<file path="src/rtl/lsa_pkg.sv">
package lsa_pkg;

   typedef enum logic [1:0] {
      UNIT_BYTE  = 2'd0,
      UNIT_WORD  = 2'd1,
      UNIT_QUAD  = 2'd2
   } unit_e;

   function automatic unit_e decode_unit(input logic quad, input logic bytesel);
      if (quad)         return UNIT_QUAD;
      else if (bytesel) return UNIT_BYTE;
      else              return UNIT_WORD;
   endfunction

endpackage

</file>
<file path="src/rtl/lsa_cfg_shadow.sv">
module lsa_cfg_shadow
   import lsa_pkg::*;
#(
   parameter int OFFS_W = 8,
   parameter int SCAN_W = 5,
   parameter int LC_W   = 10,
   parameter int PAN_W  = 2
) (
   input  logic              clk,
   input  logic              rst_n,
   input  logic              load,
   input  logic [OFFS_W-1:0] in_pitch,
   input  logic              in_quad,
   input  logic              in_unit,
   input  logic [SCAN_W-1:0] in_max,
   input  logic [PAN_W-1:0]  in_pan,
   input  logic [LC_W-1:0]   in_split,
   input  logic              in_nopan,
   output logic [OFFS_W-1:0] sh_pitch,
   output unit_e             sh_unit,
   output logic [SCAN_W-1:0] sh_max,
   output logic [PAN_W-1:0]  sh_pan,
   output logic [LC_W-1:0]   sh_split,
   output logic              sh_nopan
);

   always_ff @(posedge clk or negedge rst_n) begin
      if (!rst_n) begin
         sh_pitch <= '0;
         sh_unit  <= UNIT_WORD;
         sh_max   <= '0;
         sh_pan   <= '0;
         sh_split <= '1;
         sh_nopan <= 1'b0;
      end else if (load) begin
         sh_pitch <= in_pitch;
         sh_unit  <= decode_unit(in_quad, in_unit);
         sh_max   <= in_max;
         sh_pan   <= in_pan;
         sh_split <= in_split;
         sh_nopan <= in_nopan;
      end
   end

   // shadow copies move only on the frame strobe
   a_r3_shadow_hold: assert property (@(posedge clk) disable iff (!rst_n)
      !load |=> ($stable(sh_pitch) && $stable(sh_max) && $stable(sh_pan)
                 && $stable(sh_split) && $stable(sh_nopan)));

endmodule

</file>
<file path="src/rtl/lsa_scan_ctrl.sv">
module lsa_scan_ctrl #(
   parameter int SCAN_W = 5,
   parameter int LC_W   = 10
) (
   input  logic              clk,
   input  logic              rst_n,
   input  logic              line_stb,
   input  logic              frame_stb,
   input  logic [SCAN_W-1:0] init_scan,
   input  logic [LC_W-1:0]   init_split,
   input  logic [SCAN_W-1:0] sh_max,
   input  logic [LC_W-1:0]   sh_split,
   output logic [SCAN_W-1:0] row_scan,
   output logic              split_on,
   output logic              frame_zero,
   output logic              split_hit,
   output logic              row_adv
);

   logic [LC_W-1:0] line_cnt;
   logic [LC_W-1:0] next_line;
   logic            step;

   always_comb begin
      next_line  = line_cnt + 1'b1;
      step       = line_stb && !frame_stb;
      frame_zero = frame_stb && (init_split == '0);
      split_hit  = step && !split_on && (next_line == sh_split);
      row_adv    = step && !split_hit && (row_scan >= sh_max);
   end

   always_ff @(posedge clk or negedge rst_n) begin
      if (!rst_n) begin
         line_cnt <= '0;
         row_scan <= '0;
         split_on <= 1'b0;
      end else if (frame_stb) begin
         line_cnt <= '0;
         row_scan <= frame_zero ? '0 : init_scan;
         split_on <= frame_zero;
      end else if (step) begin
         line_cnt <= next_line;
         if (split_hit) begin
            row_scan <= '0;
            split_on <= 1'b1;
         end else if (row_adv) begin
            row_scan <= '0;
         end else begin
            row_scan <= row_scan + 1'b1;
         end
      end
   end

   // after a line step the count never exceeds the latched maximum
   a_r4_scan_bounded: assert property (@(posedge clk) disable iff (!rst_n)
      step |=> (row_scan <= sh_max));

   // a frame strobe leaves the split flag set only for a zero split line
   a_r10_split_clear: assert property (@(posedge clk) disable iff (!rst_n)
      frame_stb |=> (split_on == ($past(init_split) == '0)));

   // the split flag only drops at a frame strobe
   a_r7_split_sticky: assert property (@(posedge clk) disable iff (!rst_n)
      $fell(split_on) |-> $past(frame_stb));

endmodule

</file>
<file path="src/rtl/lsa_addr_accum.sv">
module lsa_addr_accum
   import lsa_pkg::*;
#(
   parameter int ADDR_W = 16,
   parameter int OFFS_W = 8,
   parameter int PAN_W  = 2
) (
   input  logic              clk,
   input  logic              rst_n,
   input  logic              frame_stb,
   input  logic              frame_zero,
   input  logic              split_hit,
   input  logic              row_adv,
   input  logic              split_on,
   input  logic [ADDR_W-1:0] init_base,
   input  logic [OFFS_W-1:0] sh_pitch,
   input  unit_e             sh_unit,
   input  logic [PAN_W-1:0]  sh_pan,
   input  logic              sh_nopan,
   output logic [ADDR_W-1:0] row_base,
   output logic [ADDR_W-1:0] line_addr
);

   localparam int NUM_UNITS = 3;

   logic [ADDR_W-1:0] pitch_opt [NUM_UNITS];
   logic [ADDR_W-1:0] stride;
   logic [PAN_W-1:0]  pan_eff;

   // one scaled pitch per addressing unit: shift by 1, 2, 3
   for (genvar g = 0; g < NUM_UNITS; g++) begin : g_pitch
      assign pitch_opt[g] = ADDR_W'(sh_pitch) << (g + 1);
   end

   always_comb begin
      unique case (sh_unit)
         UNIT_BYTE: stride = pitch_opt[0];
         UNIT_WORD: stride = pitch_opt[1];
         UNIT_QUAD: stride = pitch_opt[2];
         default:   stride = pitch_opt[1];
      endcase
      pan_eff   = (split_on && sh_nopan) ? '0 : sh_pan;
      line_addr = row_base + ADDR_W'(pan_eff);
   end

   always_ff @(posedge clk or negedge rst_n) begin
      if (!rst_n)            row_base <= '0;
      else if (frame_stb)    row_base <= frame_zero ? '0 : init_base;
      else if (split_hit)    row_base <= '0;
      else if (row_adv)      row_base <= row_base + stride;
   end

   // the frame strobe loads the origin
   a_r2_frame_load: assert property (@(posedge clk) disable iff (!rst_n)
      (frame_stb && !frame_zero) |=> (row_base == $past(init_base)));

   // the split drops the base to zero
   a_r7_split_zero: assert property (@(posedge clk) disable iff (!rst_n)
      (!frame_stb && split_hit) |=> (row_base == '0));

   // the base only moves on a roll-over, split or frame event
   a_r4_base_hold: assert property (@(posedge clk) disable iff (!rst_n)
      (!frame_stb && !split_hit && !row_adv) |=> $stable(row_base));

   // a locked lower window carries no pan
   a_r8_lower_nopan: assert property (@(posedge clk) disable iff (!rst_n)
      (split_on && sh_nopan) |-> (line_addr == row_base));

endmodule

</file>
<file path="src/rtl/disp_line_addr_gen.sv">
module disp_line_addr_gen
   import lsa_pkg::*;
#(
   parameter int ADDR_W = 16,
   parameter int OFFS_W = 8,
   parameter int SCAN_W = 5,
   parameter int LC_W   = 10,
   parameter int PAN_W  = 2
) (
   input  logic              clk,
   input  logic              rst_n,
   input  logic              line_stb,
   input  logic              frame_stb,
   input  logic [ADDR_W-1:0] cfg_base_addr,
   input  logic [OFFS_W-1:0] cfg_row_pitch,
   input  logic              cfg_quad_sel,
   input  logic              cfg_unit_sel,
   input  logic [SCAN_W-1:0] cfg_scan_max,
   input  logic [SCAN_W-1:0] cfg_scan_init,
   input  logic [PAN_W-1:0]  cfg_addr_pan,
   input  logic [LC_W-1:0]   cfg_split_line,
   input  logic              cfg_split_nopan,
   output logic [ADDR_W-1:0] line_addr,
   output logic [SCAN_W-1:0] row_scan,
   output logic              split_active
);

   if (ADDR_W < OFFS_W + 3) begin : g_chk_addr
      $error("ADDR_W too narrow for the largest scaled pitch");
   end
   if (PAN_W >= ADDR_W) begin : g_chk_pan
      $error("PAN_W must be narrower than ADDR_W");
   end
   if (SCAN_W < 1 || LC_W < 1) begin : g_chk_cnt
      $error("counter widths must be positive");
   end

   logic [OFFS_W-1:0] sh_pitch;
   unit_e             sh_unit;
   logic [SCAN_W-1:0] sh_max;
   logic [PAN_W-1:0]  sh_pan;
   logic [LC_W-1:0]   sh_split;
   logic              sh_nopan;
   logic              frame_zero;
   logic              split_hit;
   logic              row_adv;
   logic [ADDR_W-1:0] row_base;

   lsa_cfg_shadow #(
      .OFFS_W(OFFS_W), .SCAN_W(SCAN_W), .LC_W(LC_W), .PAN_W(PAN_W)
   ) u_shadow (
      .clk      (clk),
      .rst_n    (rst_n),
      .load     (frame_stb),
      .in_pitch (cfg_row_pitch),
      .in_quad  (cfg_quad_sel),
      .in_unit  (cfg_unit_sel),
      .in_max   (cfg_scan_max),
      .in_pan   (cfg_addr_pan),
      .in_split (cfg_split_line),
      .in_nopan (cfg_split_nopan),
      .sh_pitch (sh_pitch),
      .sh_unit  (sh_unit),
      .sh_max   (sh_max),
      .sh_pan   (sh_pan),
      .sh_split (sh_split),
      .sh_nopan (sh_nopan)
   );

   lsa_scan_ctrl #(
      .SCAN_W(SCAN_W), .LC_W(LC_W)
   ) u_scan (
      .clk        (clk),
      .rst_n      (rst_n),
      .line_stb   (line_stb),
      .frame_stb  (frame_stb),
      .init_scan  (cfg_scan_init),
      .init_split (cfg_split_line),
      .sh_max     (sh_max),
      .sh_split   (sh_split),
      .row_scan   (row_scan),
      .split_on   (split_active),
      .frame_zero (frame_zero),
      .split_hit  (split_hit),
      .row_adv    (row_adv)
   );

   lsa_addr_accum #(
      .ADDR_W(ADDR_W), .OFFS_W(OFFS_W), .PAN_W(PAN_W)
   ) u_accum (
      .clk        (clk),
      .rst_n      (rst_n),
      .frame_stb  (frame_stb),
      .frame_zero (frame_zero),
      .split_hit  (split_hit),
      .row_adv    (row_adv),
      .split_on   (split_active),
      .init_base  (cfg_base_addr),
      .sh_pitch   (sh_pitch),
      .sh_unit    (sh_unit),
      .sh_pan     (sh_pan),
      .sh_nopan   (sh_nopan),
      .row_base   (row_base),
      .line_addr  (line_addr)
   );

   // an oversize initial scan rolls over on the first line strobe
   a_r9_oversize_init: assert property (@(posedge clk) disable iff (!rst_n)
      (line_stb && !frame_stb && !split_active && (row_scan > sh_max)) |=> (row_scan == '0));

endmodule

</file>
<file path="config.mk">
export PLATFORM = sky130hd
export DESIGN_NAME = disp_line_addr_gen
export DESIGN_NICKNAME = d
export VERILOG_FILES = /design/src/rtl/lsa_pkg.sv /design/src/rtl/lsa_cfg_shadow.sv /design/src/rtl/lsa_scan_ctrl.sv /design/src/rtl/lsa_addr_accum.sv /design/src/rtl/disp_line_addr_gen.sv
export SDC_FILE = /design/constraint.sdc
export NUM_CORES = 1
export LEC_CHECK = 0
export ABC_AREA = 1
export CAP_MARGIN = 25
export CORE_UTILIZATION = 45
export CTS_CLUSTER_DIAMETER = 80
export CTS_CLUSTER_SIZE = 20
export DETAILED_ROUTE_END_ITERATION = 10
export DONT_BUFFER_PORTS = 1
export PLACE_DENSITY = 0.64
export SYNTH_ARGS = -nofsm -noshare
export SYNTH_HDL_FRONTEND = slang
export SYNTH_SLANG_ARGS = --single-unit
export TNS_END_PERCENT = 20
</file>
<file path="constraint.sdc">
create_clock -name clk -period 3.3 [get_ports clk]
set_input_delay 0.495 -clock clk [delete_from_list [all_inputs] [get_ports clk]]
set_output_delay 0.495 -clock clk [all_outputs]
set_load 0.01 [all_outputs]
</file>
==> results.md, run 1 <==
- GRT met1 Usage: 0.3341
- Total GRT Usage: 0.2313
- Worst VDD drop: 267.9 µV
- GRT busiest layer: met2
- Power density over the cells: 608.1 nW/µm²
- Post-synth EDFFs: 0
- Global-route wire length before repair: 17690 µm
- Leak: 2.196 nW
- Post-synth top area share: 0.2919
- Max-Cap Viols: 0
- Register area share after synthesis: 0.3607
- Grt met2 use: 0.3537
- Vias in the first global route: 3588
- DRT Pass-1 Iters: 5
- Area grow syn2layout: 7.894%
- Slowest CP cell: dfrtp_2
- Clock Sink Count: 60
- Ys flop type: dfrtp_1
- Status: complete, no violations
- Setup_tns: 0 ns
- Critical path data required time: 2.80 ns
- CP cell instances: a21oi_1 > ha_1 > inv_1 > fa_1 > nor2_2 > nand3_2 > nor2_4 > nand4_1 > nor2_2 > xor2_2
- Routability cong.: 0.8805
- Antenna Cells: 0
- Clock latency on the worst-skew pair: 0.34 ns
- Rows: 34
- Layout Cells excl Fill: 690
- Final #Nets: 653
- Final min period: 3.138 ns
- Total Power: 2.756 mW
- # H-tree levels: 3
- Synth warn: 0
- Slew headroom: 0.4732
- Most frequent cells in the layout: nand2_1 (168), inv_1 (72), nand3_1 (48), dfrtp_1 (48), o21ai_0 (36)
- Drt via density: 5.375
- Largest net degree at the start of global routing: 61
- Post-route ant nets: 0
- Fraction of layout cells with a size suffix above 1: 0.09794
- Via count: 3709
- Core footprint: 8891 µm²
- Syn nets: 654
- Synthesis-stage register bit count: 60
- Post-synth ARST share: 1.000
- Most used cell, CP: nor2_2
- Largest area contributor in the netlist: dfrtp_1
- Worst Max-Slew Pin Slew: 0.7893 ns
- Post-synthesis area per instance: 7.267 µm²
- Most common cell after layout, fill and taps aside: nand2_1
- Port bufs: 0
- Antenna violations before repair: 0
- Crit Path Category: reg -> out
- CP arrival: 2.64 ns
- Global route overflow: 0
- Worst setup SP type: flop
- Root buf cell: clkbuf_8
- Final core utilization: 0.5097
- DP HPWL: 7772 µm
- Starting Density: 0.4724
- Syn Std Cell Area: 4200 µm²
- Final clock skew: 0.007934 ns
- F_max: 318.7 MHz
- CP Capture Type: output pin
- Ports: 75
- Max Slew Vio Count: 0
- CTS tree: built
- DRC Markers: 0
- Die width: 98.61 µm
- Ranking of synthesized cells by area: dfrtp_1 (29%), nand2_1 (15%), dfstp_2 (6.9%)
- Die H: 98.61 µm
- Tcrit/Tclk final: 0.9508
- Clk slew on worst S/H paths: 0.08 ns
- Total die area: 9724 µm²
- Post-Place Cells: 672
- Cts bufs inserted: 9
- Final Hold Viols: 0
- Final Setup Violations: 0
- Netlist cell types: 38
- Routed wire per std cell: 15.26 µm
- First DRT Iteration DRCs: 242
- Filler instances: 891
- WL final: 10530 µm
- Critical Path Max Stage Delay: 0.46 ns
- Clock Path Buffers: 2
- GR Util met3: 0.04326
- Post-Synthesis Cells: 578
- Crit Path Max Fanout: 5
- HP Class: in -> async
cell usage after synthesis, types with 3 or more instances:
cell type and count:
nand3_1 49, nand4_1 10, a21oi_1 27, nor2_2 7, clkbuf_1 10, dfstp_2 11, nor3_1 4, dfrtp_1 49
inv_1 72, o21ai_1 11, o22ai_1 15, nand2_1 168, nor4_1 3, xor2_1 22, o21ai_0 36, xnor2_1 7
nor2_1 29, ha_1 21
flip-flops by register name, summed over array words and instances, names as in the netlist, 2 cells and up:
register	count
u_scan.row_scan	5
u_shadow.sh_pitch	8
u_shadow.sh_pan	2
u_accum.row_base	16
u_shadow.sh_unit	2
u_shadow.sh_max	5
u_shadow.sh_split	10
u_scan.line_cnt	10
critical path: cells and delay by family (launching register included):
kind | cells | cell delay [ns]
xor gates and xnor gates | 1 | 0.22
adders and majority gates | 2 | 0.59
and+or+nand+nor | 5 | 0.81
DFF | 1 | 0.46
buffers and inverters | 1 | 0.06
AOI/OAI and AO/OA | 1 | 0.17
final timing paths:
check	from	to	slack (ns)	cells past startpoint
worst max register to register	u_shadow.sh_unit[0]	u_accum.row_base[9]	0.62	11
worst min register to register	u_shadow.sh_split[1]	u_shadow.sh_split[1]	0.48	2
min in group clk	cfg_unit_sel	u_shadow.sh_unit[0]	0.22	1
max in group asynchronous	rst_n	u_shadow.sh_split[8]	2.96	1
worst max-delay path	u_scan.split_on	line_addr[14]	0.16	10
worst min-delay path	rst_n	u_shadow.sh_max[2]	0.01	1
through the flow:
stage               worst slack, ns  hold WS, ns  area, µm²
floorplan                    0.6595       0.1994       4200
global placement             0.2893       0.2018       4258
detailed placement           0.2636       0.2012       4258
CTS                         0.01274      0.02324       4492
global route               -0.01357      0.03157       4532
finish                       0.1623      0.01205       4532
timing repair:
item | CTS | global route
buffers inserted | 0 | 1
gates resized for setup | 2 | 7
endpoints found under the hold margin | 60 | 0
setup endpoints to repair | 1 | 3
hold buffers | 1 | 0
pin swaps | 1 | 2
metal layers:
metal  share of wire  wire length, µm
met2            0.44             4605
met4           0.012              127
met1            0.50             5228
met3           0.054              570
met5               0                0
report_power, final:
group          switching, mW  internal [mW]  total (mW)
combinational          0.656          0.390        1.05
sequential             0.166          0.860        1.03
clock                  0.331          0.352       0.684
total                   1.15           1.60        2.76
area by class of cell:
cell class | instances | area [µm²] | share of cell area
well taps | 108 | 135.1 | 0.02982
multi-input cells | 426 | 2338 | 0.5160
flip-flops and latches | 60 | 1516 | 0.3346
clock inverters | 7 | 75.07 | 0.01657
clock buffers | 9 | 123.9 | 0.02733
inverters | 76 | 292.8 | 0.06461
repair buffers | 4 | 50.05 | 0.01104
cells by family after synthesis:
group           Yosys count  synth area share
flops                    60            0.3607
fa+ha+maj                23           0.07209
xor+xnor                 29           0.06047
compound gates           96            0.1242
buf+inv                  92           0.09175
simple gates            278            0.2907
Note: power is estimated with default switching activity, not from simulation.
==> run 2: changes to the inputs <==
--- a/config.mk
+++ b/config.mk
@@ -13,6 +13,7 @@
 export DETAILED_ROUTE_END_ITERATION = 10
 export DONT_BUFFER_PORTS = 1
 export PLACE_DENSITY = 0.64
+export SETUP_SLACK_MARGIN = 0.5
 export SYNTH_ARGS = -nofsm -noshare
 export SYNTH_HDL_FRONTEND = slang
 export SYNTH_SLANG_ARGS = --single-unit
==> results.md, run 2 (synthesis gave the netlist of run 1 again) <==
- Fraction of layout cells with a size suffix above 1: 0.1235 (was 0.09794)
- Max-Cap Viols: 0 (unchanged)
- Critical path data required time: 2.80 ns (about the same)
- Final Hold Viols: 0 (unchanged)
- Tcrit/Tclk final: 0.9043 (was 0.9508)
- Worst Max-Slew Pin Slew: 0.7875 ns (was 0.7893 ns)
- Root buf cell: clkbuf_8 (unchanged)
- Post-route ant nets: 0 (unchanged)
- Routability cong.: 0.8805 (unchanged)
- Largest Register: u_accum.row_base (unchanged)
- Antenna Cells: 0 (unchanged)
- CP Capture Type: output pin (unchanged)
- DP HPWL: 7772 µm (unchanged)
- Sequential Power Share: 0.371 (was 0.372)
- Final Cell Area: 4652 µm² (was 4532 µm²)
- Area grow syn2layout: 10.75% (was 7.894%)
- Psw: 1.169 mW (was 1.154 mW)
- Internal power: 1.616 mW (was 1.602 mW)
- Sw Share: 0.4197 (was 0.4187)
- Final min period: 2.984 ns (was 3.138 ns)
- Worst VDD drop: 268.0 µV (was 267.9 µV)
- Final #Nets: 662 (was 653)
- Clock power frac: 0.244 (was 0.248)
- Die width: 98.61 µm (unchanged)
- CP arrival: 2.49 ns (was 2.64 ns)
- DRT Pass-1 Iters: 5 (unchanged)
- # H-tree levels: 3 (unchanged)
- First DRT Iteration DRCs: 229 (was 242)
- Cts bufs inserted: 9 (unchanged)
- F_max: 335.1 MHz (was 318.7 MHz)
- Routed wire per std cell: 15.30 µm (was 15.26 µm)
- Crit Path Max Fanout: 5 (unchanged)
- Final clock skew: 0.007830 ns (was 0.007934 ns)
- Max Slew Vio Count: 0 (unchanged)
- CTS tree: built (unchanged)
- Global-route wire length before repair: 18020 µm (was 17690 µm)
- Max reg flops: 16 (unchanged)
- Global route overflow: 0 (unchanged)
- Clock latency on the worst-skew pair: 0.34 ns (about the same)
- Port bufs: 0 (unchanged)
- Largest regs: u_accum.row_base (16), u_scan.line_cnt (10), u_shadow.sh_split (10) (unchanged)
- Total die area: 9724 µm² (unchanged)
- Pre-CTS setup slack: 0.2636 ns (unchanged)
- Antenna violations before repair: 0 (unchanged)
- Die H: 98.61 µm (unchanged)
- Final Setup Violations: 0 (unchanged)
- Clk slew on worst S/H paths: 0.08 ns (about the same)
- HP Class: in -> async (unchanged)
- WL final: 10700 µm (was 10530 µm)
- RSZ-0062 raised after global routing: true
- Core footprint: 8891 µm² (unchanged)
- Drt via density: 5.358 (was 5.375)
- Power density over the cells: 598.8 nW/µm² (was 608.1 nW/µm²)
- Rows: 34 (unchanged)
- Placement Cell Area: 4258 µm² (unchanged)
- Starting Density: 0.4724 (unchanged)
- Logic gate share of total power: 0.384 (was 0.380)
- Worst setup SP type: flop (unchanged)
- Leak: 2.243 nW (was 2.196 nW)
- Vias in the first global route: 3648 (was 3588)
- Filler instances: 865 (was 891)
- DRC Markers: 0 (unchanged)
- Setup ws final: 0.3160 ns (was 0.1623 ns)
- Ports: 75 (unchanged)
- Total GRT Usage: 0.2354 (was 0.2313)
- Crit Path Category: reg -> out (unchanged)
- Slew headroom: 0.4744 (was 0.4732)
- Status: complete, no violations (unchanged)
- Most frequent cells in the layout: nand2_1 (168), inv_1 (71), nand3_1 (48), dfrtp_1 (48), o21ai_0 (36) (was nand2_1 (168), inv_1 (72), nand3_1 (48), dfrtp_1 (48), o21ai_0 (36))
- Clock Sink Count: 60 (unchanged)
- Largest net degree at the start of global routing: 61 (unchanged)
- Clock Path Buffers: 2 (unchanged)
- Most common cell after layout, fill and taps aside: nand2_1 (unchanged)
- Setup_tns: 0 ns (unchanged)
- Via count: 3745 (was 3709)
==> run 2: changes by cell type in the layout (fill, tap and decap cells not counted), sizes merged <==
cell,previous run,this run
buf,4,13
==> run 2: metal layers <==
| layer | vias up | part of all wire | GRT usage | wire length, µm |
|---|---|---|---|---|
| met2 | 111 | 0.44 | 0.3629 | 4688 |
| met4 | 0 | 0.012 | 0.06659 | 127 |
| met3 | 13 | 0.063 | 0.04255 | 670 |
| li1 | 1883 | - | - | - |
| met1 | 1738 | 0.49 | 0.3391 | 5210 |
| met5 | - | 0 | 0 | 0 |
==> run 2: worst max-delay path: stages, from the launching register on <==
cell	delay (ns)
dfrtp_2	0.46
a21oi_1	0.23
ha_1	0.18
a21oi_1	0.06
nor3_2	0.18
nand2_1	0.09
nor2_2	0.18
nand4_1	0.22
nor4_2	0.24
xor2_1	0.29
==> run 2: layout make-up <==
cell class | count | area [µm²] | share of cell area
Tap cell | 108 | 135.1 | 0.02905
Clock buffer | 9 | 123.9 | 0.02663
Inverter | 76 | 292.8 | 0.06294
Clock inverter | 7 | 75.07 | 0.01614
Timing Repair Buffer | 13 | 117.6 | 0.02528
Sequential cell | 60 | 1516 | 0.3260
Multi-Input combinational cell | 426 | 2391 | 0.5140
==> run 2: path summary, 6_finish.rpt <==
check | from | endpoint | slack, ns | cells after the start
worst max-delay path | u_scan.split_on | line_addr[15] | 0.32 | 9
worst max register to register | u_shadow.sh_unit[0] | u_accum.row_base[9] | 0.61 | 11
worst min register to register | u_shadow.sh_split[1] | u_shadow.sh_split[1] | 0.48 | 2
worst min-delay path | rst_n | u_shadow.sh_max[2] | 0.01 | 1
min in group clk | cfg_unit_sel | u_shadow.sh_unit[0] | 0.22 | 1
max in group asynchronous | rst_n | u_shadow.sh_split[8] | 2.96 | 1
==> run 2: power by group through the flow <==
stage	clock network [mW]	logic (mW)	registers, mW
after floorplan	0	0.846	0.988
after global routing	0.725	1.23	1.05
after global placement	0	1.00	1.03
after CTS	0.694	1.06	1.02
final	0.680	1.07	1.03
after detailed placement	0	1.01	1.03
==> run 2: metrics by stage <==
step           utilization  hold slack [ns]  std cells  total power, mW
3_3_place_gp        0.4789           0.2018        672            2.032
6_report            0.5232          0.01231        699            2.785
3_5_place_dp        0.4789           0.2012        672            2.048
2_1_floorplan            -           0.1994        578            1.834
5_1_grt             0.5232          0.03157        699            3.012
4_1_cts             0.5160          0.02324        698            2.775
==> run 2: repair_timing <==
item | in CTS | in global routing
resized for setup | 10 | 9
endpoints found under the setup margin | 7 | 16
hold endpoints to repair | 60 | 0
setup buffers | 9 | 1
hold buffers | 1 | 0
pin swaps | 7 | 7
==> run 3: changes to the inputs <==
--- a/config.mk
+++ b/config.mk
@@ -13,7 +13,9 @@
 export DETAILED_ROUTE_END_ITERATION = 10
 export DONT_BUFFER_PORTS = 1
 export PLACE_DENSITY = 0.64
+export REMOVE_ABC_BUFFERS = 1
 export SETUP_SLACK_MARGIN = 0.5
+export SKIP_LAST_GASP = 1
 export SYNTH_ARGS = -nofsm -noshare
 export SYNTH_HDL_FRONTEND = slang
 export SYNTH_SLANG_ARGS = --single-unit
==> results.md, run 3 (synthesis gave the netlist of run 1 again) <==
- Port bufs: 0 (unchanged)
- Clock Sink Count: 60 (unchanged)
- Final core utilization: 0.5151 (was 0.5232)
- Largest Register: u_accum.row_base (unchanged)
- Final Hold Viols: 0 (unchanged)
- DP HPWL: 7636 µm (was 7772 µm)
- Logic gate share of total power: 0.392 (was 0.384)
- Most frequent cells in the layout: nand2_1 (168), inv_1 (71), nand3_1 (48), dfrtp_1 (48), o21ai_0 (36) (unchanged)
- Final #Nets: 658 (was 662)
- CP arrival: 2.43 ns (was 2.49 ns)
- Total die area: 9724 µm² (unchanged)
- HP Class: in -> async (unchanged)
- Global-route wire length before repair: 17730 µm (was 18020 µm)
- Clk slew on worst S/H paths: 0.07 ns (was 0.08 ns)
- Routability cong.: 0.8701 (was 0.8805)
- Worst Max-Slew Pin Slew: 0.8262 ns (was 0.7875 ns)
- Leak: 2.225 nW (was 2.243 nW)
- Antenna violations before repair: 0 (unchanged)
- DRC Markers: 0 (unchanged)
- Total GRT Usage: 0.2313 (was 0.2354)
- Highest metal used: met4 (unchanged)
- Worst setup SP type: flop (unchanged)
- Starting Density: 0.4724 (unchanged)
- CTS tree: built (unchanged)
- WL final: 10490 µm (was 10700 µm)
- Max reg flops: 16 (unchanged)
- Global route overflow: 0 (unchanged)
- DRT Pass-1 Iters: 4 (was 5)
- Sequential Power Share: 0.379 (was 0.371)
- Status: complete, no violations (unchanged)
- Internal power: 1.585 mW (was 1.616 mW)
- Crit Path Category: reg -> out (unchanged)
- Final Setup Violations: 0 (unchanged)
- Max-Cap Viols: 0 (unchanged)
- Routed wire per std cell: 15.09 µm (was 15.30 µm)
- Final clock skew: 0.007074 ns (was 0.007830 ns)
- Filler instances: 871 (was 865)
- Rows: 34 (unchanged)
- First DRT Iteration DRCs: 163 (was 229)
- Via count: 3775 (was 3745)
- Critical path data required time: 2.80 ns (about the same)
- Crit Path Max Fanout: 5 (unchanged)
- Max Slew Vio Count: 0 (unchanged)
- Sw Share: 0.4190 (was 0.4197)
- Setup ws final: 0.3755 ns (was 0.3160 ns)
- Final min period: 2.924 ns (was 2.984 ns)
- Vias in the first global route: 3802 (was 3648)
- Metal2 WL: 5039 µm (was 4688 µm)
- Clock latency on the worst-skew pair: 0.34 ns (about the same)
- Die width: 98.61 µm (unchanged)
- Ports: 75 (unchanged)
- Largest regs: u_accum.row_base (16), u_scan.line_cnt (10), u_shadow.sh_split (10) (unchanged)
- Slew headroom: 0.4486 (was 0.4744)
- F_max: 341.9 MHz (was 335.1 MHz)
- Drt via density: 5.432 (was 5.358)
- Tcrit/Tclk final: 0.8862 (was 0.9043)
- Area grow syn2layout: 9.026% (was 10.75%)
- Wire length on met1: 4791 µm (was 5210 µm)
- RSZ-0062 raised after global routing: true (unchanged)
- WL met3: 530 µm (was 670 µm)
- Largest net degree at the start of global routing: 61 (unchanged)
- Clock power frac: 0.230 (was 0.244)
- Clock Path Buffers: 2 (unchanged)
- Root buf cell: clkbuf_8 (unchanged)
- Worst VDD drop: 288.9 µV (was 268.0 µV)
- Area taken by flip-flops and latches: 1516 µm² (unchanged)
- Most common cell after layout, fill and taps aside: nand2_1 (unchanged)
- Footprint of the multi-input gates: 2360 µm² (was 2391 µm²)
- Worst hold slack: 0.01622 ns (was 0.01231 ns)
- Fraction of layout cells with a size suffix above 1: 0.1107 (was 0.1235)
- # H-tree levels: 3 (unchanged)
- Core footprint: 8891 µm² (unchanged)
- Die H: 98.61 µm (unchanged)
- Pre-CTS setup slack: 0.3318 ns (was 0.2636 ns)
- Antenna Cells: 0 (unchanged)
- Psw: 1.143 mW (was 1.169 mW)
- Cts bufs inserted: 9 (unchanged)
- Setup_tns: 0 ns (unchanged)
- CP Capture Type: output pin (unchanged)
- Post-route ant nets: 0 (unchanged)
- Power density over the cells: 595.7 nW/µm² (was 598.8 nW/µm²)
[run 3: timing repair]
action	CTS	global route
setup buffers	5	2
gates resized for setup	10	4
pin swaps	7	5
gates cloned	0	0
hold buffers	1	0
setup endpoints to repair	8	14
endpoints found under the hold margin	60	0
[run 3: power by group through the flow]
stage / Sequential [mW] / Clock [mW] / Combinational (mW)
2_1_floorplan: 0.988 / 0 / 0.823
3_3_place_gp: 1.03 / 0 / 1.00
3_5_place_dp: 1.04 / 0 / 1.02
4_1_cts: 1.03 / 0.643 / 1.06
5_1_grt: 1.05 / 0.674 / 1.22
6_report: 1.03 / 0.626 / 1.07
[run 3: worst paths after layout]
kind | startpoint | to | slack, ns | depth (start not counted)
setup / recovery | u_scan.split_on | line_addr[14] | 0.38 | 10
hold / removal | rst_n | u_shadow.sh_pan[1] | 0.02 | 1
setup reg to reg | u_shadow.sh_unit[0] | u_accum.row_base[14] | 0.57 | 14
hold reg to reg | u_shadow.sh_max[0] | u_shadow.sh_max[0] | 0.48 | 2
max in group asynchronous | rst_n | u_shadow.sh_split[8] | 2.97 | 1
min in group clk | cfg_unit_sel | u_shadow.sh_unit[0] | 0.21 | 1
[run 3: routing by layer]
layer,track usage,vias to the layer above
met5,0,-
met4,0.08496,0
met3,0.04610,14
met2,0.3873,101
met1,0.2971,1781
li1,-,1879
[run 3: area by class of cell]
cell class,count,area share
multi-input combinational,426,0.5153
clock inverter,4,0.004918
timing repair buffer,9,0.01913
tap,108,0.02951
sequential,60,0.3311
inverter,76,0.06393
clock buffer,12,0.03607
[run 3: metrics by stage]
| stage | power (mW) | std cells | area [µm²] |
|---|---|---|---|
| final | 2.728 | 695 | 4579 |
| after CTS | 2.728 | 693 | 4542 |
| after global placement | 2.037 | 671 | 4259 |
| after global routing | 2.946 | 695 | 4579 |
| after floorplan | 1.811 | 562 | 4108 |
| after detailed placement | 2.053 | 671 | 4259 |
[run 3: worst max-delay path, stage by stage, from the launching register on]
cell and delay (ns):
dfrtp_2 0.47, a21oi_2 0.14, ha_2 0.20, inv_2 0.04
fa_2 0.37, nor2_4 0.16, nand3_4 0.10, nor2_4 0.10
nand4_1 0.11, nor2_1 0.14, xor2_1 0.26
